--- src/rtl/ilv_pkg.sv ---
`timescale 1ns/1ps
package ilv_pkg;
  localparam int unsigned DATA_W   = 12;
  localparam int unsigned RES_W    = DATA_W + 1;
  localparam int unsigned N_SLICES = 18;
  localparam int unsigned LAT_CYC  = 14;

  typedef struct packed {
    logic              ovr;
    logic [DATA_W-1:0] data;
  } res_t;
endpackage

--- src/rtl/ilv_phase_gen.sv ---
`timescale 1ns/1ps
module ilv_phase_gen #(
  parameter int unsigned N     = 18,
  parameter int unsigned LAT   = 14,
  parameter int unsigned IDX_W = $clog2(N)
) (
  input  logic             clk_i,
  input  logic             rst_ni,
  output logic [IDX_W-1:0] samp_idx_o,
  output logic [IDX_W-1:0] sel_idx_o,
  output logic             valid_d_o
);
  // slice in transfer step sampled LAT-1 cycles ago
  localparam int unsigned OFS   = (N - ((LAT - 1) % N)) % N;
  localparam int unsigned CNT_W = $clog2(LAT);

  logic [IDX_W-1:0] phase_q;
  logic [CNT_W-1:0] warm_q;
  logic             warm_done_q;
  logic [IDX_W:0]   sum;

  always_ff @(posedge clk_i or negedge rst_ni) begin
    if (!rst_ni) begin
      phase_q <= '0;
    end else if (phase_q == IDX_W'(N - 1)) begin
      phase_q <= '0;
    end else begin
      phase_q <= phase_q + 1'b1;
    end
  end

  always_ff @(posedge clk_i or negedge rst_ni) begin
    if (!rst_ni) begin
      warm_q      <= '0;
      warm_done_q <= 1'b0;
    end else if (!warm_done_q) begin
      if (warm_q == CNT_W'(LAT - 1)) warm_done_q <= 1'b1;
      else                           warm_q      <= warm_q + 1'b1;
    end
  end

  always_comb begin
    sum = {1'b0, phase_q} + (IDX_W+1)'(OFS);
    if (sum >= (IDX_W+1)'(N)) sum = sum - (IDX_W+1)'(N);
  end

  assign samp_idx_o = phase_q;
  assign sel_idx_o  = sum[IDX_W-1:0];
  // high during the cycle whose edge first registers a converted word
  assign valid_d_o  = warm_done_q || (warm_q == CNT_W'(LAT - 1));
endmodule

--- src/rtl/ilv_slice_mux.sv ---
`timescale 1ns/1ps
module ilv_slice_mux
  import ilv_pkg::*;
#(
  parameter int unsigned N     = 18,
  parameter int unsigned IDX_W = $clog2(N)
) (
  input  logic [N*RES_W-1:0] bus_i,
  input  logic [IDX_W-1:0]   sel_i,
  output res_t               res_o
);
  logic [N-1:0]       hit;
  logic [RES_W-1:0]   masked [N];

  for (genvar g = 0; g < N; g++) begin : g_slice
    assign hit[g]    = (sel_i == IDX_W'(g));
    assign masked[g] = hit[g] ? bus_i[g*RES_W +: RES_W] : '0;
  end

  always_comb begin
    logic [RES_W-1:0] acc;
    acc = '0;
    for (int i = 0; i < N; i++) acc = acc | masked[i];
    res_o = res_t'(acc);
  end
endmodule

--- src/rtl/ilv_sat_clamp.sv ---
`timescale 1ns/1ps
module ilv_sat_clamp
  import ilv_pkg::*;
(
  input  res_t res_i,
  output res_t res_o
);
  always_comb begin
    res_o.ovr  = res_i.ovr;
    res_o.data = res_i.ovr ? {DATA_W{1'b1}} : res_i.data;
  end
endmodule

--- src/rtl/ilv_out_reg.sv ---
`timescale 1ns/1ps
module ilv_out_reg
  import ilv_pkg::*;
#(
  parameter int unsigned IDX_W = 5
) (
  input  logic             clk_i,
  input  logic             rst_ni,
  input  res_t             res_i,
  input  logic [IDX_W-1:0] src_i,
  input  logic             valid_i,
  output res_t             res_o,
  output logic [IDX_W-1:0] src_o,
  output logic             valid_o
);
  always_ff @(posedge clk_i or negedge rst_ni) begin
    if (!rst_ni) begin
      res_o   <= '0;
      src_o   <= '0;
      valid_o <= 1'b0;
    end else begin
      res_o   <= res_i;
      src_o   <= src_i;
      valid_o <= valid_i;
    end
  end
endmodule

--- src/rtl/ilv_result_mux.sv ---
`timescale 1ns/1ps
module ilv_result_mux
  import ilv_pkg::*;
#(
  parameter int unsigned N     = N_SLICES,
  parameter int unsigned LAT   = LAT_CYC,
  parameter int unsigned IDX_W = $clog2(N)
) (
  input  logic               clk_i,
  input  logic               rst_ni,
  input  logic [N*RES_W-1:0] slice_res_i,
  output logic [DATA_W-1:0]  data_o,
  output logic               ovr_o,
  output logic               valid_o,
  output logic [IDX_W-1:0]   samp_idx_o,
  output logic [IDX_W-1:0]   src_idx_o
);
  logic [IDX_W-1:0] sel_idx;
  logic             valid_d;
  res_t             mux_res, sat_res, out_res;

  ilv_phase_gen #(.N(N), .LAT(LAT), .IDX_W(IDX_W)) u_phase (
    .clk_i      (clk_i),
    .rst_ni     (rst_ni),
    .samp_idx_o (samp_idx_o),
    .sel_idx_o  (sel_idx),
    .valid_d_o  (valid_d)
  );

  ilv_slice_mux #(.N(N), .IDX_W(IDX_W)) u_mux (
    .bus_i (slice_res_i),
    .sel_i (sel_idx),
    .res_o (mux_res)
  );

  ilv_sat_clamp u_clamp (
    .res_i (mux_res),
    .res_o (sat_res)
  );

  ilv_out_reg #(.IDX_W(IDX_W)) u_oreg (
    .clk_i   (clk_i),
    .rst_ni  (rst_ni),
    .res_i   (sat_res),
    .src_i   (sel_idx),
    .valid_i (valid_d),
    .res_o   (out_res),
    .src_o   (src_idx_o),
    .valid_o (valid_o)
  );

  assign data_o = out_res.data;
  assign ovr_o  = out_res.ovr;
endmodule

--- config.mk ---
export PLATFORM = sky130hd
export DESIGN_NAME = ilv_result_mux
export DESIGN_NICKNAME = d
export VERILOG_FILES = /design/src/rtl/ilv_pkg.sv /design/src/rtl/ilv_phase_gen.sv /design/src/rtl/ilv_slice_mux.sv /design/src/rtl/ilv_sat_clamp.sv /design/src/rtl/ilv_out_reg.sv /design/src/rtl/ilv_result_mux.sv
export SDC_FILE = /design/constraint.sdc
export NUM_CORES = 1
export LEC_CHECK = 0
export BUFFER_PORTS_ARGS = -buffer_cell sky130_fd_sc_hd__buf_4
export CELL_PAD_IN_SITES_DETAIL_PLACEMENT = 1
export CELL_PAD_IN_SITES_GLOBAL_PLACEMENT = 1
export CORE_MARGIN = 2
export CORE_UTILIZATION = 27
export DETAILED_ROUTE_END_ITERATION = 10
export PLACE_DENSITY = 0.79
export SETUP_SLACK_MARGIN = 0.05
export SYNTH_ARGS = -nofsm -noshare
export SYNTH_HDL_FRONTEND = slang
export SYNTH_SLANG_ARGS = --single-unit
--- constraint.sdc ---
create_clock -name clk_i -period 4.09 [get_ports clk_i]
set_clock_uncertainty 0.2 [all_clocks]
set_input_delay 0.818 -clock clk_i [delete_from_list [all_inputs] [get_ports clk_i]]
set_output_delay 0.818 -clock clk_i [all_outputs]
set_load 0.02 [all_outputs]
==> summary.md <==
sky130_fd_sc_hd__dfrtp_1 takes more of the synthesized area than any other cell. Yosys mapped the design onto 69 distinct sky130hd cell types. Summing every instance area after synthesis gives 3363 um2. The tools report the net switching power as 190.7 uW. The tools report the number of global-route vias before repair as 5044. The TritonCTS sink count was 28. In the routed layout, each cell is associated on average with a via count of 5.789. The final route contains 4967 vias. Final total negative setup slack: 0 ns. Data arrives at the worst endpoint at 3.83 ns. The logs give 656 for the post-synthesis net count and 20.83% for the sequential-to-total area share from yosys stat. After synthesis the netlist holds a flip-flop and latch count of 28.

In the post-synthesis netlist, the biggest area contributors are sky130_fd_sc_hd__dfrtp_1 (21%), sky130_fd_sc_hd__a22o_1 (7.3%), sky130_fd_sc_hd__a22oi_1 (6.5%). The detail route stage leaves a number of antenna-violating nets equal to 0. Most congested layer reported by global routing: met2. The run finished with clean final reports.

In this run switching power makes up 22.86% of total power. The average wire per standard cell was 25.17 um. No sink is reached through more buffers than the 2 on the longest clock path. The initial utilization of the core area, before any placement, comes to 27.88%. The core region is 12060 um2.

In this run the worst path has a maximum fanout of 8. During placement, the flow inserted port buffers numbering 259. The share of the clock period used by the worst path is 95.28%.

Final-report hold violation count: 0. Setup repair after global routing could not meet its margin everywhere. For this run, the leading register cell type out of synthesis is sky130_fd_sc_hd__dfrtp_1.

The met1 layer usage reported by global route came out at 43.68%. The clock reaches the later pin of the worst-skew pair after 0.27 ns. The routed design could run at a clock period as short as 3.897 ns. The number of clock buffers inserted by TritonCTS was 3. The sort of element at the start of the critical path is a flip-flop.

The count of max-cap constraint violations came out at 0. For this run, asynchronously set or reset flops after synthesis account for 100.0%. The logs give 13370 um2 for the die footprint and 120.9 uV for the maximum ir drop on the vdd rail. Setup violations remaining at the end of the flow were counted as 0. At the end of routability-driven placement, the weighted congestion stood at 1.009. The power after layout was 834.3 uW. The logs give 0 for the antenna cell count and 0 for the number of slew-limit violations in the final report. Compared with the post-synthesis result, the final layout area differs by 73.18%. For this block, the initial DRC count from the detailed router was 377.

The total number of H-tree levels is 1, and the global-route wire length before repair is 30.53 mm. For the cell leakage power, the log shows 0.002697 uW. The logs give 36.1% for the proportion of power drawn by the clock network and 0.19 ns for the reg-to-reg setup timing slack. The run gives 0 as the number of antenna violations at the first check in global routing.

After floorplanning, the core was divided into 40 placement rows. The aggregate global routing overflow was 0; the top-level port count was 260. In this run the clock root is driven by a sky130_fd_sc_hd__clkbuf_16.

The die outline width was 115.6 um. In the final layout, the multi-input gates occupy 2502 um2. Static timing analysis puts the maximum clock frequency at 256.6 MHz. The total detailed-routing wirelength was 21.60 mm; the synthesized instance count was 415. At the pin with the least slew margin, the transition time is 1.042 ns. The tools report the largest net degree at the start of global routing as 29.

After clock tree synthesis, the setup repair step added 0 buffers. STA classifies the critical path endpoint as a flip-flop. The tools report the number of fillers in the final layout as 1480. Count of nets after finishing: 932.

The flip-flop and latch area is 701.9 um2, and the total routing usage reported by global routing is 30.44%. For met3 alone, demand over resource in global routing was 4.446%. The die is 115.6 um tall. In this run the mean area of a mapped cell was 8.104 um2. The count of flip-flops with a built-in enable after synthesis came out at 0.

TritonCTS built the clock tree. Cell internal power was estimated by the tool at 643.6 uW. For this run, global-route usage on met2 was measured as 49.04%.

For this run, design rule violations remaining after detail routing come to 0. The logs give 18.43 mm for the estimated wirelength of the detail-placed design and 34.4% for the part of the total power dissipated in sequential elements. Synthesis warning total: 0. The required time of the worst setup path is 4.03 ns, and the areal power density over the cells is 143.2 nW/um2. Type of the tightest min-delay check: in2async. The worst max-slew margin expressed relative to the limit is 30.01%, and the fraction of final layout cells with drive strength greater than 1 is 47.39%.

Clock-pin slew was measured on the worst setup and hold paths at 0.08 ns. The portion of synthesized cell area occupied by the leading cell type was 20.83%; the combinational fraction of design power was 29.5%. The critical path class was reg2reg. The iteration count of the initial detailed-routing pass was 5.
final cells by class:
class | instances | share of cell area, %
Multi-Input combinational cell | 342 | 42.96
Timing Repair Buffer | 298 | 38.41
Sequential cell | 28 | 12.05
Tap cell | 168 | 3.609
Clock buffer | 3 | 1.289
Inverter | 18 | 1.160
Clock inverter | 1 | 0.5156
cell usage in the layout, fill, tap and decap left out, types with 7 or more instances in the layout:
cell                       synthesis  routed
sky130_fd_sc_hd__buf_4             1     298
sky130_fd_sc_hd__a22oi_1          29      29
sky130_fd_sc_hd__a22o_1           28      28
sky130_fd_sc_hd__dfrtp_1          28      27
sky130_fd_sc_hd__nand2_1          24      24
sky130_fd_sc_hd__nor2_1           23      23
sky130_fd_sc_hd__mux2i_1          20      20
sky130_fd_sc_hd__nand4_1          18      18
sky130_fd_sc_hd__nor3_1           18      17
sky130_fd_sc_hd__o21ai_0          17      17
sky130_fd_sc_hd__inv_1            15      15
sky130_fd_sc_hd__a221oi_1         13      13
sky130_fd_sc_hd__a21oi_1          11      11
sky130_fd_sc_hd__and3_1           10      10
sky130_fd_sc_hd__a31oi_1           8       8
sky130_fd_sc_hd__and2_1            7       7
sky130_fd_sc_hd__a211oi_1          7       7
sky130_fd_sc_hd__o22ai_1           7       7
cells by family (layout without fill, tap and decap cells):
group,Yosys count,count (layout),synth area share [%]
AO/OA/AOI/OAI,170,170,39.10
XOR/XNOR,8,8,2.493
adder cells (fa/ha/maj),5,5,1.860
buffers and inverters,45,320,5.655
flip-flops,28,28,20.83
multiplexers,27,27,8.594
AND/OR/NAND/NOR,132,132,21.47
cell usage after synthesis, drive strengths merged (10+ instances only):
cell / count
a21oi: 13
a221oi: 13
a22o: 28
a22oi: 29
and3: 10
buf: 12
clkbuf: 15
dfrtp: 28
inv: 17
mux2i: 21
nand2: 24
nand4: 18
nor2: 23
nor3: 18
o21ai: 18
critical path, cell delays in order (launching register included):
cell	delay, ns
sky130_fd_sc_hd__dfrtp_1	0.44
sky130_fd_sc_hd__ha_1	0.41
sky130_fd_sc_hd__nor2b_1	0.19
sky130_fd_sc_hd__o2111ai_1	0.23
sky130_fd_sc_hd__and3_1	0.34
sky130_fd_sc_hd__buf_4	0.19
sky130_fd_sc_hd__mux2i_1	0.36
sky130_fd_sc_hd__nor2_1	0.28
sky130_fd_sc_hd__a22o_1	0.29
sky130_fd_sc_hd__a2111oi_0	0.52
sky130_fd_sc_hd__buf_4	0.22
sky130_fd_sc_hd__nand4_1	0.09
sequential cells by signal, indices dropped and copies added (netlist names):
register,count
u_oreg.valid_o,1
u_phase.samp_idx_o,5
u_oreg.src_o,5
u_oreg.res_o,13
u_phase.warm_q,4
metrics by stage:
stage	instances	util, %	setup WS (ns)	area (um2)	hold slack (ns)
2_1_floorplan	415	-	0.2262	3363	0.2466
5_1_grt	858	48.29	0.04877	5824	0.2983
4_1_cts	858	48.03	0.1731	5793	0.2818
3_5_place_dp	854	47.16	0.1937	5688	0.2667
6_report	858	48.29	0.1930	5824	0.2644
3_3_place_gp	854	47.16	0.2957	5688	0.2678
what timing repair did:
action,CTS,global route
gates resized for setup,0,11
endpoints found under the hold margin,0,0
hold buffers,0,0
endpoints found under the setup margin,0,7
power groups by stage:
stage | sequential, uW | clock, uW | combinational (uW)
after detailed placement | 292 | 0 | 245
final | 287 | 301 | 246
after global routing | 287 | 313 | 260
after CTS | 287 | 307 | 246
after global placement | 292 | 0 | 245
after floorplan | 299 | 0 | 23.6
path summary, 6_finish.rpt:
check / from / cells past startpoint / end
hold reg to reg: u_phase.warm_q[3] / 1 / u_phase.warm_q[3]
hold / removal: rst_ni / 1 / u_phase.warm_q[2]
setup / recovery: u_phase.samp_idx_o[0] / 11 / u_oreg.res_o[6]
setup reg to reg: u_phase.samp_idx_o[0] / 11 / u_oreg.res_o[6]
max in group asynchronous: rst_ni / 1 / u_phase.samp_idx_o[1]
min in group clk_i: u_phase.warm_q[3] / 1 / u_phase.warm_q[3]
per-layer routing:
metal  up-vias  part of all wire, %
met1      2406                   43
met5         -                    0
met3        28                  8.7
li1       2241                    -
met2       292                   46
met4         0                  2.0
(Power assumes the default switching activity.)
